## config.mk

```make
export PLATFORM = sky130hd
export DESIGN_NAME = stk_exec_unit
export DESIGN_NICKNAME = d
export VERILOG_FILES = /design/src/rtl/stk_exec_pkg.sv /design/src/rtl/stk_decode.sv /design/src/rtl/stk_arith.sv /design/src/rtl/stk_permute.sv /design/src/rtl/stk_exec_unit.sv
export SDC_FILE = /design/constraint.sdc
export NUM_CORES = 1
export LEC_CHECK = 0
export ABC_CLOCK_PERIOD_IN_PS = 38300
export BUFFER_PORTS_ARGS = -buffer_cell sky130_fd_sc_hd__buf_2
export CAP_MARGIN = 10
export CORE_ASPECT_RATIO = 1.5
export CORE_MARGIN = 1.5
export CORE_UTILIZATION = 37
export DETAILED_ROUTE_END_ITERATION = 12
export HOLD_SLACK_MARGIN = 0.06
export PLACE_DENSITY_LB_ADDON = 0.1
export SYNTH_ARGS = -nofsm -noshare
export SYNTH_HDL_FRONTEND = slang
export SYNTH_HIERARCHICAL = 1
export SYNTH_SLANG_ARGS = --single-unit
export TNS_END_PERCENT = 5
```

## constraint.sdc

```tcl
create_clock -name clk -period 38.3 [get_ports clk]
set_clock_uncertainty 0.15 [all_clocks]
set_input_delay 3.83 -clock clk [delete_from_list [all_inputs] [get_ports clk]]
set_output_delay 3.83 -clock clk [all_outputs]
set_load 0.005 [all_outputs]
```

## src/rtl/stk_exec_pkg.sv

```systemverilog
package stk_exec_pkg;

    typedef enum logic [4:0] {
        OP_BRK = 5'h00,
        OP_INC = 5'h01,
        OP_POP = 5'h02,
        OP_NIP = 5'h03,
        OP_SWP = 5'h04,
        OP_ROT = 5'h05,
        OP_DUP = 5'h06,
        OP_OVR = 5'h07,
        OP_EQU = 5'h08,
        OP_NEQ = 5'h09,
        OP_GTH = 5'h0A,
        OP_LTH = 5'h0B,
        OP_ADD = 5'h18,
        OP_SUB = 5'h19,
        OP_MUL = 5'h1A,
        OP_DIV = 5'h1B,
        OP_AND = 5'h1C,
        OP_ORA = 5'h1D,
        OP_EOR = 5'h1E,
        OP_SFT = 5'h1F
    } op_e;

    typedef struct packed {
        logic       keep;
        logic       ret;
        logic       wide;
        op_e        op;
        logic       known;
        logic       is_cmp;
        logic       is_shuf;
        logic [1:0] n_in;
        logic [1:0] n_out;
    } dec_t;

    function automatic dec_t decode_instr(input logic [7:0] ins);
        dec_t d;
        d.keep    = ins[7];
        d.ret     = ins[6];
        d.wide    = ins[5];
        d.op      = op_e'(ins[4:0]);
        d.known   = 1'b1;
        d.is_cmp  = 1'b0;
        d.is_shuf = 1'b0;
        d.n_in    = 2'd2;
        d.n_out   = 2'd1;
        case (ins[4:0])
            5'h01: d.n_in = 2'd1;
            5'h02: begin d.n_in = 2'd1; d.n_out = 2'd0; d.is_shuf = 1'b1; end
            5'h03: d.is_shuf = 1'b1;
            5'h04: begin d.n_out = 2'd2; d.is_shuf = 1'b1; end
            5'h05: begin d.n_in = 2'd3; d.n_out = 2'd3; d.is_shuf = 1'b1; end
            5'h06: begin d.n_in = 2'd1; d.n_out = 2'd2; d.is_shuf = 1'b1; end
            5'h07: begin d.n_out = 2'd3; d.is_shuf = 1'b1; end
            5'h08, 5'h09, 5'h0A, 5'h0B: d.is_cmp = 1'b1;
            5'h18, 5'h19, 5'h1A, 5'h1B,
            5'h1C, 5'h1D, 5'h1E, 5'h1F: d.n_in = 2'd2;
            default: begin
                d.known = 1'b0;
                d.n_in  = 2'd0;
                d.n_out = 2'd0;
            end
        endcase
        return d;
    endfunction

endpackage

```

## src/rtl/stk_decode.sv

```systemverilog
module stk_decode
    import stk_exec_pkg::*;
(
    input  logic [7:0] ins,
    output dec_t       dec
);
    assign dec = decode_instr(ins);
endmodule

```

## src/rtl/stk_arith.sv

```systemverilog
module stk_arith
    import stk_exec_pkg::*;
#(
    parameter int BYTE_W = 8,
    parameter int WORD_W = 2 * BYTE_W
) (
    input  op_e               op,
    input  logic              wide,
    input  logic [WORD_W-1:0] t_in,
    input  logic [WORD_W-1:0] s_in,
    output logic [WORD_W-1:0] res
);
    localparam int NIB = BYTE_W / 2;
    localparam logic [WORD_W-1:0] LOW_MASK = {{(WORD_W-BYTE_W){1'b0}}, {BYTE_W{1'b1}}};

    logic [WORD_W-1:0] full;

    always_comb begin
        case (op)
            OP_INC:  full = t_in + WORD_W'(1);
            OP_EQU:  full = WORD_W'(s_in == t_in);
            OP_NEQ:  full = WORD_W'(s_in != t_in);
            OP_GTH:  full = WORD_W'(s_in > t_in);
            OP_LTH:  full = WORD_W'(s_in < t_in);
            OP_ADD:  full = s_in + t_in;
            OP_SUB:  full = s_in - t_in;
            OP_MUL:  full = s_in * t_in;
            OP_DIV:  full = (t_in == '0) ? '0 : s_in / t_in;
            OP_AND:  full = s_in & t_in;
            OP_ORA:  full = s_in | t_in;
            OP_EOR:  full = s_in ^ t_in;
            OP_SFT:  full = (s_in >> t_in[NIB-1:0]) << t_in[BYTE_W-1:NIB];
            default: full = '0;
        endcase
        res = wide ? full : (full & LOW_MASK);
    end
endmodule

```

## src/rtl/stk_permute.sv

```systemverilog
module stk_permute
    import stk_exec_pkg::*;
#(
    parameter int WORD_W = 16
) (
    input  op_e               op,
    input  logic [WORD_W-1:0] t_in,
    input  logic [WORD_W-1:0] s_in,
    input  logic [WORD_W-1:0] u_in,
    output logic [WORD_W-1:0] slot0,
    output logic [WORD_W-1:0] slot1,
    output logic [WORD_W-1:0] slot2
);
    always_comb begin
        slot0 = '0;
        slot1 = '0;
        slot2 = '0;
        case (op)
            OP_NIP: slot0 = t_in;
            OP_SWP: begin slot0 = t_in; slot1 = s_in; end
            OP_ROT: begin slot0 = s_in; slot1 = t_in; slot2 = u_in; end
            OP_DUP: begin slot0 = t_in; slot1 = t_in; end
            OP_OVR: begin slot0 = s_in; slot1 = t_in; slot2 = s_in; end
            default: ;
        endcase
    end
endmodule

```

## src/rtl/stk_exec_unit.sv

```systemverilog
module stk_exec_unit
    import stk_exec_pkg::*;
#(
    parameter int BYTE_W = 8,
    parameter int WORD_W = 2 * BYTE_W,
    parameter int N_OPND = 3
) (
    input  logic              clk,
    input  logic              rst,
    input  logic              in_valid,
    input  logic [7:0]        in_instr,
    input  logic [WORD_W-1:0] opnd_top,
    input  logic [WORD_W-1:0] opnd_second,
    input  logic [WORD_W-1:0] opnd_third,
    output logic              out_valid,
    output logic [WORD_W-1:0] out_res0,
    output logic [WORD_W-1:0] out_res1,
    output logic [WORD_W-1:0] out_res2,
    output logic [1:0]        out_pop_cnt,
    output logic [1:0]        out_push_cnt,
    output logic              out_wide,
    output logic              out_swap_stacks,
    output logic              out_unsupported
);
    localparam logic [WORD_W-1:0] LOW_MASK = {{(WORD_W-BYTE_W){1'b0}}, {BYTE_W{1'b1}}};

    dec_t dec;
    logic [WORD_W-1:0] raw   [N_OPND];
    logic [WORD_W-1:0] opnd  [N_OPND];
    logic [WORD_W-1:0] alu_res;
    logic [WORD_W-1:0] sh0, sh1, sh2;
    logic [WORD_W-1:0] nx0, nx1, nx2;

    assign raw[0] = opnd_top;
    assign raw[1] = opnd_second;
    assign raw[2] = opnd_third;

    stk_decode u_dec (.ins(in_instr), .dec(dec));

    // Byte mode: each operand lane keeps only its low byte
    for (genvar gi = 0; gi < N_OPND; gi++) begin : g_mask
        assign opnd[gi] = dec.wide ? raw[gi] : (raw[gi] & LOW_MASK);
    end

    stk_arith #(.BYTE_W(BYTE_W), .WORD_W(WORD_W)) u_arith (
        .op(dec.op), .wide(dec.wide), .t_in(opnd[0]), .s_in(opnd[1]), .res(alu_res)
    );

    stk_permute #(.WORD_W(WORD_W)) u_perm (
        .op(dec.op), .t_in(opnd[0]), .s_in(opnd[1]), .u_in(opnd[2]),
        .slot0(sh0), .slot1(sh1), .slot2(sh2)
    );

    always_comb begin
        nx0 = '0;
        nx1 = '0;
        nx2 = '0;
        if (dec.known) begin
            if (dec.is_shuf) begin
                nx0 = sh0;
                nx1 = sh1;
                nx2 = sh2;
            end else begin
                nx0 = alu_res;
            end
        end
    end

    always_ff @(posedge clk) begin
        if (rst) begin
            out_valid       <= 1'b0;
            out_res0        <= '0;
            out_res1        <= '0;
            out_res2        <= '0;
            out_pop_cnt     <= '0;
            out_push_cnt    <= '0;
            out_wide        <= 1'b0;
            out_swap_stacks <= 1'b0;
            out_unsupported <= 1'b0;
        end else begin
            out_valid <= in_valid;
            if (in_valid) begin
                out_res0        <= nx0;
                out_res1        <= nx1;
                out_res2        <= nx2;
                out_pop_cnt     <= dec.keep ? 2'd0 : dec.n_in;
                out_push_cnt    <= dec.n_out;
                out_wide        <= dec.wide & dec.known & ~dec.is_cmp;
                out_swap_stacks <= dec.ret;
                out_unsupported <= ~dec.known;
            end
        end
    end

    assert_valid_follows_R1: assert property (@(posedge clk) disable iff (rst)
        in_valid |=> out_valid);
    assert_valid_drops_R1: assert property (@(posedge clk) disable iff (rst)
        !in_valid |=> !out_valid);
    assert_keep_no_pop_R2: assert property (@(posedge clk) disable iff (rst)
        in_valid && in_instr[7] |=> out_pop_cnt == 2'd0);
    assert_cmp_single_byte_R8: assert property (@(posedge clk) disable iff (rst)
        in_valid && in_instr[4:2] == 3'b010 |=>
        out_res0 <= WORD_W'(1) && !out_wide && out_push_cnt == 2'd1);
    assert_byte_upper_zero_R9: assert property (@(posedge clk) disable iff (rst)
        in_valid && !in_instr[5] |=>
        out_res0[WORD_W-1:BYTE_W] == '0 && out_res1[WORD_W-1:BYTE_W] == '0 &&
        out_res2[WORD_W-1:BYTE_W] == '0 && !out_wide);
    assert_ret_copied_R10: assert property (@(posedge clk) disable iff (rst)
        in_valid |=> out_swap_stacks == $past(in_instr[6]));
    assert_unsupported_idle_R11: assert property (@(posedge clk) disable iff (rst)
        in_valid && (in_instr[4:0] == 5'h00 ||
                     (in_instr[4:0] > 5'h0B && in_instr[4:0] < 5'h18)) |=>
        out_unsupported && out_push_cnt == 2'd0 && out_pop_cnt == 2'd0);
endmodule

```

**After elaboration in Yosys (flattened, before gate mapping)**

Index checks and enable logic that the tools add are counted.

- Flip-flop bits (word level): 56
- Input port bits: 59

- Add/subtract/negate cells: 3
- Multiply operators: 1
- Div/mod/pow operators: 1
- Order comparisons: 2
- Equality and inequality tests: 21
- Shifts and indexed selects: 2
- Muxes and demuxes: 21
- Bitwise logic cells: 7
- Reduce and logical (&&, ||, !) cells: 11

Operators with widths:

| operator | count |
|---|---|
| $pmux 16 s13 | 1 |
| $mux 16 | 11 |
| $pmux 16 s2 | 3 |
| $eq 5x5->1 const B | 8 |
| $eq 5x3->1 const B | 4 |
| $eq 5x4->1 const B | 4 |
| $reduce_or 19->1 | 1 |
| $add 16x1->16 const B | 1 |
| $add 16x16->16 | 1 |
| $and 16x16->16 | 1 |
| $div 16x16->16 | 1 |
| $eq 16x16->1 | 1 |
| $gt 16x16->1 | 1 |
| $logic_not 16->1 | 1 |
| $lt 16x16->1 | 1 |
| $mul 16x16->16 | 1 |
| $ne 16x16->1 | 1 |
| $or 16x16->16 | 1 |
| $shl 16x4->16 | 1 |
| $shr 16x4->16 | 1 |
| $sub 16x16->16 | 1 |
| $xor 16x16->16 | 1 |
| $reduce_or 15->1 | 1 |
| $reduce_or 14->1 | 1 |
| other kinds (11) | 20 |

**Depth between registers and ports, before layout**

- Depth after elaboration: 7
- Gate-level depth with buffers: 135

**By module**

The synthesis kept the hierarchy.

Modules (own cells, without submodules):

| module | times used | cells each | area each (um^2) | seq. area each (um^2) |
|---|---|---|---|---|
| stk_arith | 1 | 2,093 | 15,338.5 | 0.0 |
| stk_exec_unit | 1 | 181 | 2,102.0 | 1,121.1 |
| stk_permute | 1 | 83 | 668.1 | 0.0 |
| stk_decode | 1 | 23 | 158.9 | 0.0 |

**Worst setup path before layout**

No wires, ideal clock.

- Path kind: in2reg
- Start: input port opnd_top[0]
- End: register out_res0[0]
- Arrival time: 30.268 ns
- Required time: 38.031 ns
- Setup slack: 7.763 ns
- Stages: 126
- Buffers on the path: 15
- Path through: buf_2 > buf_2 > clkinv_1 > ha_1 > a31o_2 > and2_1 > ha_1 > or3_1 > nand3_1 > nor3_1 > a31oi_1 > inv_1 > ha_1 > or2_2 > o221ai_1 > nor2_1 > mux2_2 > ha_1 > [... 90 more ...] > a211oi_1 > nor2_1 > a31oi_1 > a31o_2 > clkbuf_1 > clkbuf_1 > mux2_2 > ha_1 > o21a_1 > o21a_1 > o21a_1 > o21a_1 > o21ai_0 > nand2_1 > a21oi_1 > o21ai_0 > mux2i_1 > o2bb2ai_1

- Word-level cells in the longest chain between the ends: 7
- Elaborated cells on any way between the ends: 22
- Those cells by class: 3 x add/sub; 1 x mul; 1 x div; 2 x order compare; 2 x eq/ne; 2 x shift; 7 x mux; 3 x bitwise; 1 x reduce/logical

Ends and longest elaborated chain:

| item | line | text |
|---|---|---|
| from (decl) | stk_exec_unit.sv:12 | `input logic [WORD_W-1:0] opnd_top,` |
| $mux 16 * | stk_exec_unit.sv:42 | `assign opnd[gi] = dec.wide ? raw[gi] : (raw[gi] & LOW_MASK);` |
| $div 16x16->16 (tied with other cells) | stk_arith.sv:28 | `OP_DIV: full = (t_in == '0) ? '0 : s_in / t_in;` |
| $mux 16 or $shl 16x4->16 (tied branches) | stk_arith.sv:28, stk_arith.sv:32 |  |
| $pmux 16 s13 * | stk_arith.sv:19 | `case (op)` |
| $mux 16 * | stk_arith.sv:35 | `res = wide ? full : (full & LOW_MASK);` |
| net alu_res[0] | stk_exec_unit.sv:30 | `logic [WORD_W-1:0] alu_res;` |
| $mux 16 * | stk_exec_unit.sv:59 | `if (dec.is_shuf) begin` |
| $mux 16 * | stk_exec_unit.sv:58 | `if (dec.known) begin` |
| to (signal assigned) | stk_exec_unit.sv:83 | `out_res0 <= nx0;` |
| to (decl) | stk_exec_unit.sv:16 | `output logic [WORD_W-1:0] out_res0,` |

The timed path passes the listed nets; every way through them passes the cells marked *.
A chain may end at the register's enable or synchronous reset.

==> results.yml <==
grt:
  grt_pass1_vias: 19040
  grt_start_max_net_pins: 51
  grt_pass1_wl_mm: 118.2
  grt_usage_pct: 31.08
  gr-total-overflow: 0
  grt_antenna_before_repair: 4
detailed_routing:
  routedWlPerCell_um: 26.05
  first_pass_iters: 5
  dr.first_iter.drc_count: 1401
  drt-total-wl_mm: 80.24
  drc: 0
  route.vias.total: 19090
  viasPerCell: 6.199
  ant_nets: 0
die:
  die_h_um: 275.1
  num_io_pins: 115
  fp.dieW_um: 184.4
  rows: 99
  start_util_pct: 37.53
  dieArea_um2: 50740
  core_um2: 48680
sta:
  max_slew.worst_pin.slew_ns: 1.096
  max_slew_margin_pct: 26.37
  finalWorstSetupSlack_ns: 2.836
  hold_ws_ns: 0.3134
  setup_viol: 0
  fmax_mhz: 28.20
  slew_viol_final: 0
  rsz0062_at_grt: "false"
  post-route-min-period_ns: 35.46
  period_share_pct: 92.60
  tns_ns: 0
  final-hold-violation-count: 0
power_and_ir_drop:
  p_clk_share_pct: 5.4
  p_int_mw: 0.4429
  p_seq_share_pct: 6.0
  combPwrFrac_pct: 88.6
  sw_frac_of_total_pct: 55.37
  power_density_nw_per_um2: 50.75
  leakagePower_nw: 8.876
  p_sw_mw: 0.5494
  total_power_mw: 0.9923
  vdd_drop_max_v: 0.00003087
yosys:
  synth_ff_type: "dfxtp_1"
  mappedNetlistNets: 2773
  synthArstFlopShare_pct: 0
  yosys.area.top_type: "ha_1"
  syn-cell-area_um2: 18270
  synthDistinctLibCells: 110
  synth-seq-cells: 56
  synth_edf_count: 0
  synth_warnings: 6
  seq_area_frac_synth_pct: 6.137
  synth_area_leaders: "ha_1 17%, fa_1 9.0%, dfxtp_1 6.1%, nor2_1 4.8%, inv_1 4.0%"
  syn-instance-count: 2380
  synth_area_per_cell_um2: 7.675
  synth_top_area_share_pct: 17.26
placement:
  io_buffers: 114
  dp.cells: 3071
  dpl_worst_slack_ns: 3.092
  postPlaceCellArea_um2: 19380
  routabilityCongestion: 0.9976
  hpwlAfterDp_mm: 61.54
critical_path:
  crit_path_end_kind: "flop"
  cp.arrival_ns: 35.49
  crit_slowest_cell: "o31ai_1"
  slowest_delay_ns: 0.83
  crit_type: "in -> reg"
  crit_path_start_kind: "input pin"
  crit_top_cell: "ha_1"
  crit_fanout: 26
  crit_required_ns: 38.33
clocking:
  root_buffer: "clkbuf_16"
  cts_max_level: 2
  post_cts_resize_count: 0
  cts_hold_buf: 0
  cts_buffer_depth: 2
  clock_latency_ns: 0.31
  numClockSinks: 56
  post_cts_buffers: 0
  numCtsBuffers: 5
  clk_pin_slew_worst_paths_ns: 0.08
  cts_tree: "built"
final_layout:
  stdcell_count: 3080
  nets: 2815
  drive_gt1_share_pct: 12.17
  num-fill-cells: 5093
  synthToLayoutAreaGrowth_pct: 7.041
  stdcell_area_um2: 19550
  post-route-util_pct: 40.17
worst_hold_path:
  hold_class: "reg -> reg"
job:
  maxCapViolCount: 0
run_status:
  status: "finished clean"
==> final timing paths <==
path / to / slack [ns] / start / depth (start not counted)
worst max-delay path: out_res0[0]$_SDFFE_PP0P_ / 2.84 / in_instr[5] / 112
worst min-delay path: out_res0[10]$_SDFFE_PP0P_ / 0.31 / out_res0[10]$_SDFFE_PP0P_ / 1
worst max register to register: out_res2[13]$_SDFFE_PP0P_ / 37.51 / out_res2[13]$_SDFFE_PP0P_ / 1
worst min register to register: out_res0[10]$_SDFFE_PP0P_ / 0.31 / out_res0[10]$_SDFFE_PP0P_ / 1
==> power groups by stage <==
stage          logic, mW  clock network, mW  registers, mW
2_1_floorplan      0.635                  0         0.0608
3_3_place_gp       0.854                  0         0.0607
3_5_place_dp       0.859                  0         0.0608
4_1_cts            0.867             0.0551         0.0594
5_1_grt            0.967             0.0569         0.0595
6_report           0.879             0.0537         0.0594
==> synthesized netlist by cell type, types with 56 or more instances <==
| cell | instances |
|---|---|
| fa_1 | 82 |
| a22o_1 | 72 |
| nand2_1 | 184 |
| dfxtp_1 | 56 |
| xnor2_1 | 81 |
| inv_1 | 196 |
| nor2_1 | 234 |
| a21oi_1 | 135 |
| o21ai_0 | 78 |
| clkbuf_1 | 74 |
| nor3_1 | 80 |
| mux2i_1 | 62 |
| ha_1 | 252 |
==> worst max-delay path: cells and delay by family <==
family | cells | cell delay [ns]
compound gates | 58 | 16.73
fa+ha+maj | 15 | 4.53
buf+inv | 7 | 1.14
mux | 5 | 1.64
simple gates | 27 | 7.51
==> cells by family (layout without fill, tap and decap cells) <==
family / count (synthesis) / after routing / synth area share [%]
simple gates: 759 / 759 / 20.22
compound gates: 662 / 662 / 26.08
other cells: 0 / 1 / 0
xor+xnor: 123 / 123 / 5.897
flops: 56 / 56 / 6.137
mux: 112 / 112 / 7.445
buf+inv: 334 / 377 / 7.973
fa+ha+maj: 334 / 334 / 26.25
==> layer usage <==
metal | share of wire (%) | global-route usage [%] | up-vias
met3 | 5.2 | 2.674 | 268
met4 | 7.6 | 21.81 | 2
met5 | 0.016 | 0 | -
met1 | 37 | 33.62 | 9268
met2 | 50 | 56.77 | 816
li1 | - | - | 8738
==> state kept, by name, summed over array words and instances, names as in the netlist <==
register and flops:
out_pop_cnt 2, out_push_cnt 2, out_res0 16, out_res1 16, out_res2 16, out_swap_stacks 1, out_unsupported 1, out_valid 1
out_wide 1
==> layout by cell type (no fill, tap or decap), types with 33 or more instances in the layout <==
master,count
ha_1,252
nor3_1,78
mux2i_1,62
xnor2_1,81
xor2_1,42
fa_1,82
nand2_1,184
o21ai_0,78
dfxtp_1,56
mux2_2,33
nor2_1,234
nand3_1,41
a21oi_1,135
buf_2,114
a21o_1,37
inv_1,196
a22o_1,72
buf_4,54
o21a_1,40
==> layout make-up <==
class                      count  area (um^2)  area share [%]
antenna                        1        2.502         0.01280
clock buffer                   6        128.9          0.6591
clock inverter                 2        38.79          0.1984
inverter                     201        754.5           3.858
multi-input combinational   1990        15710           80.35
sequential                    56         1121           5.733
tap                          656        820.8           4.198
timing repair buffer         168        975.9           4.991
No activity file was read; power rests on OpenSTA's default activity.
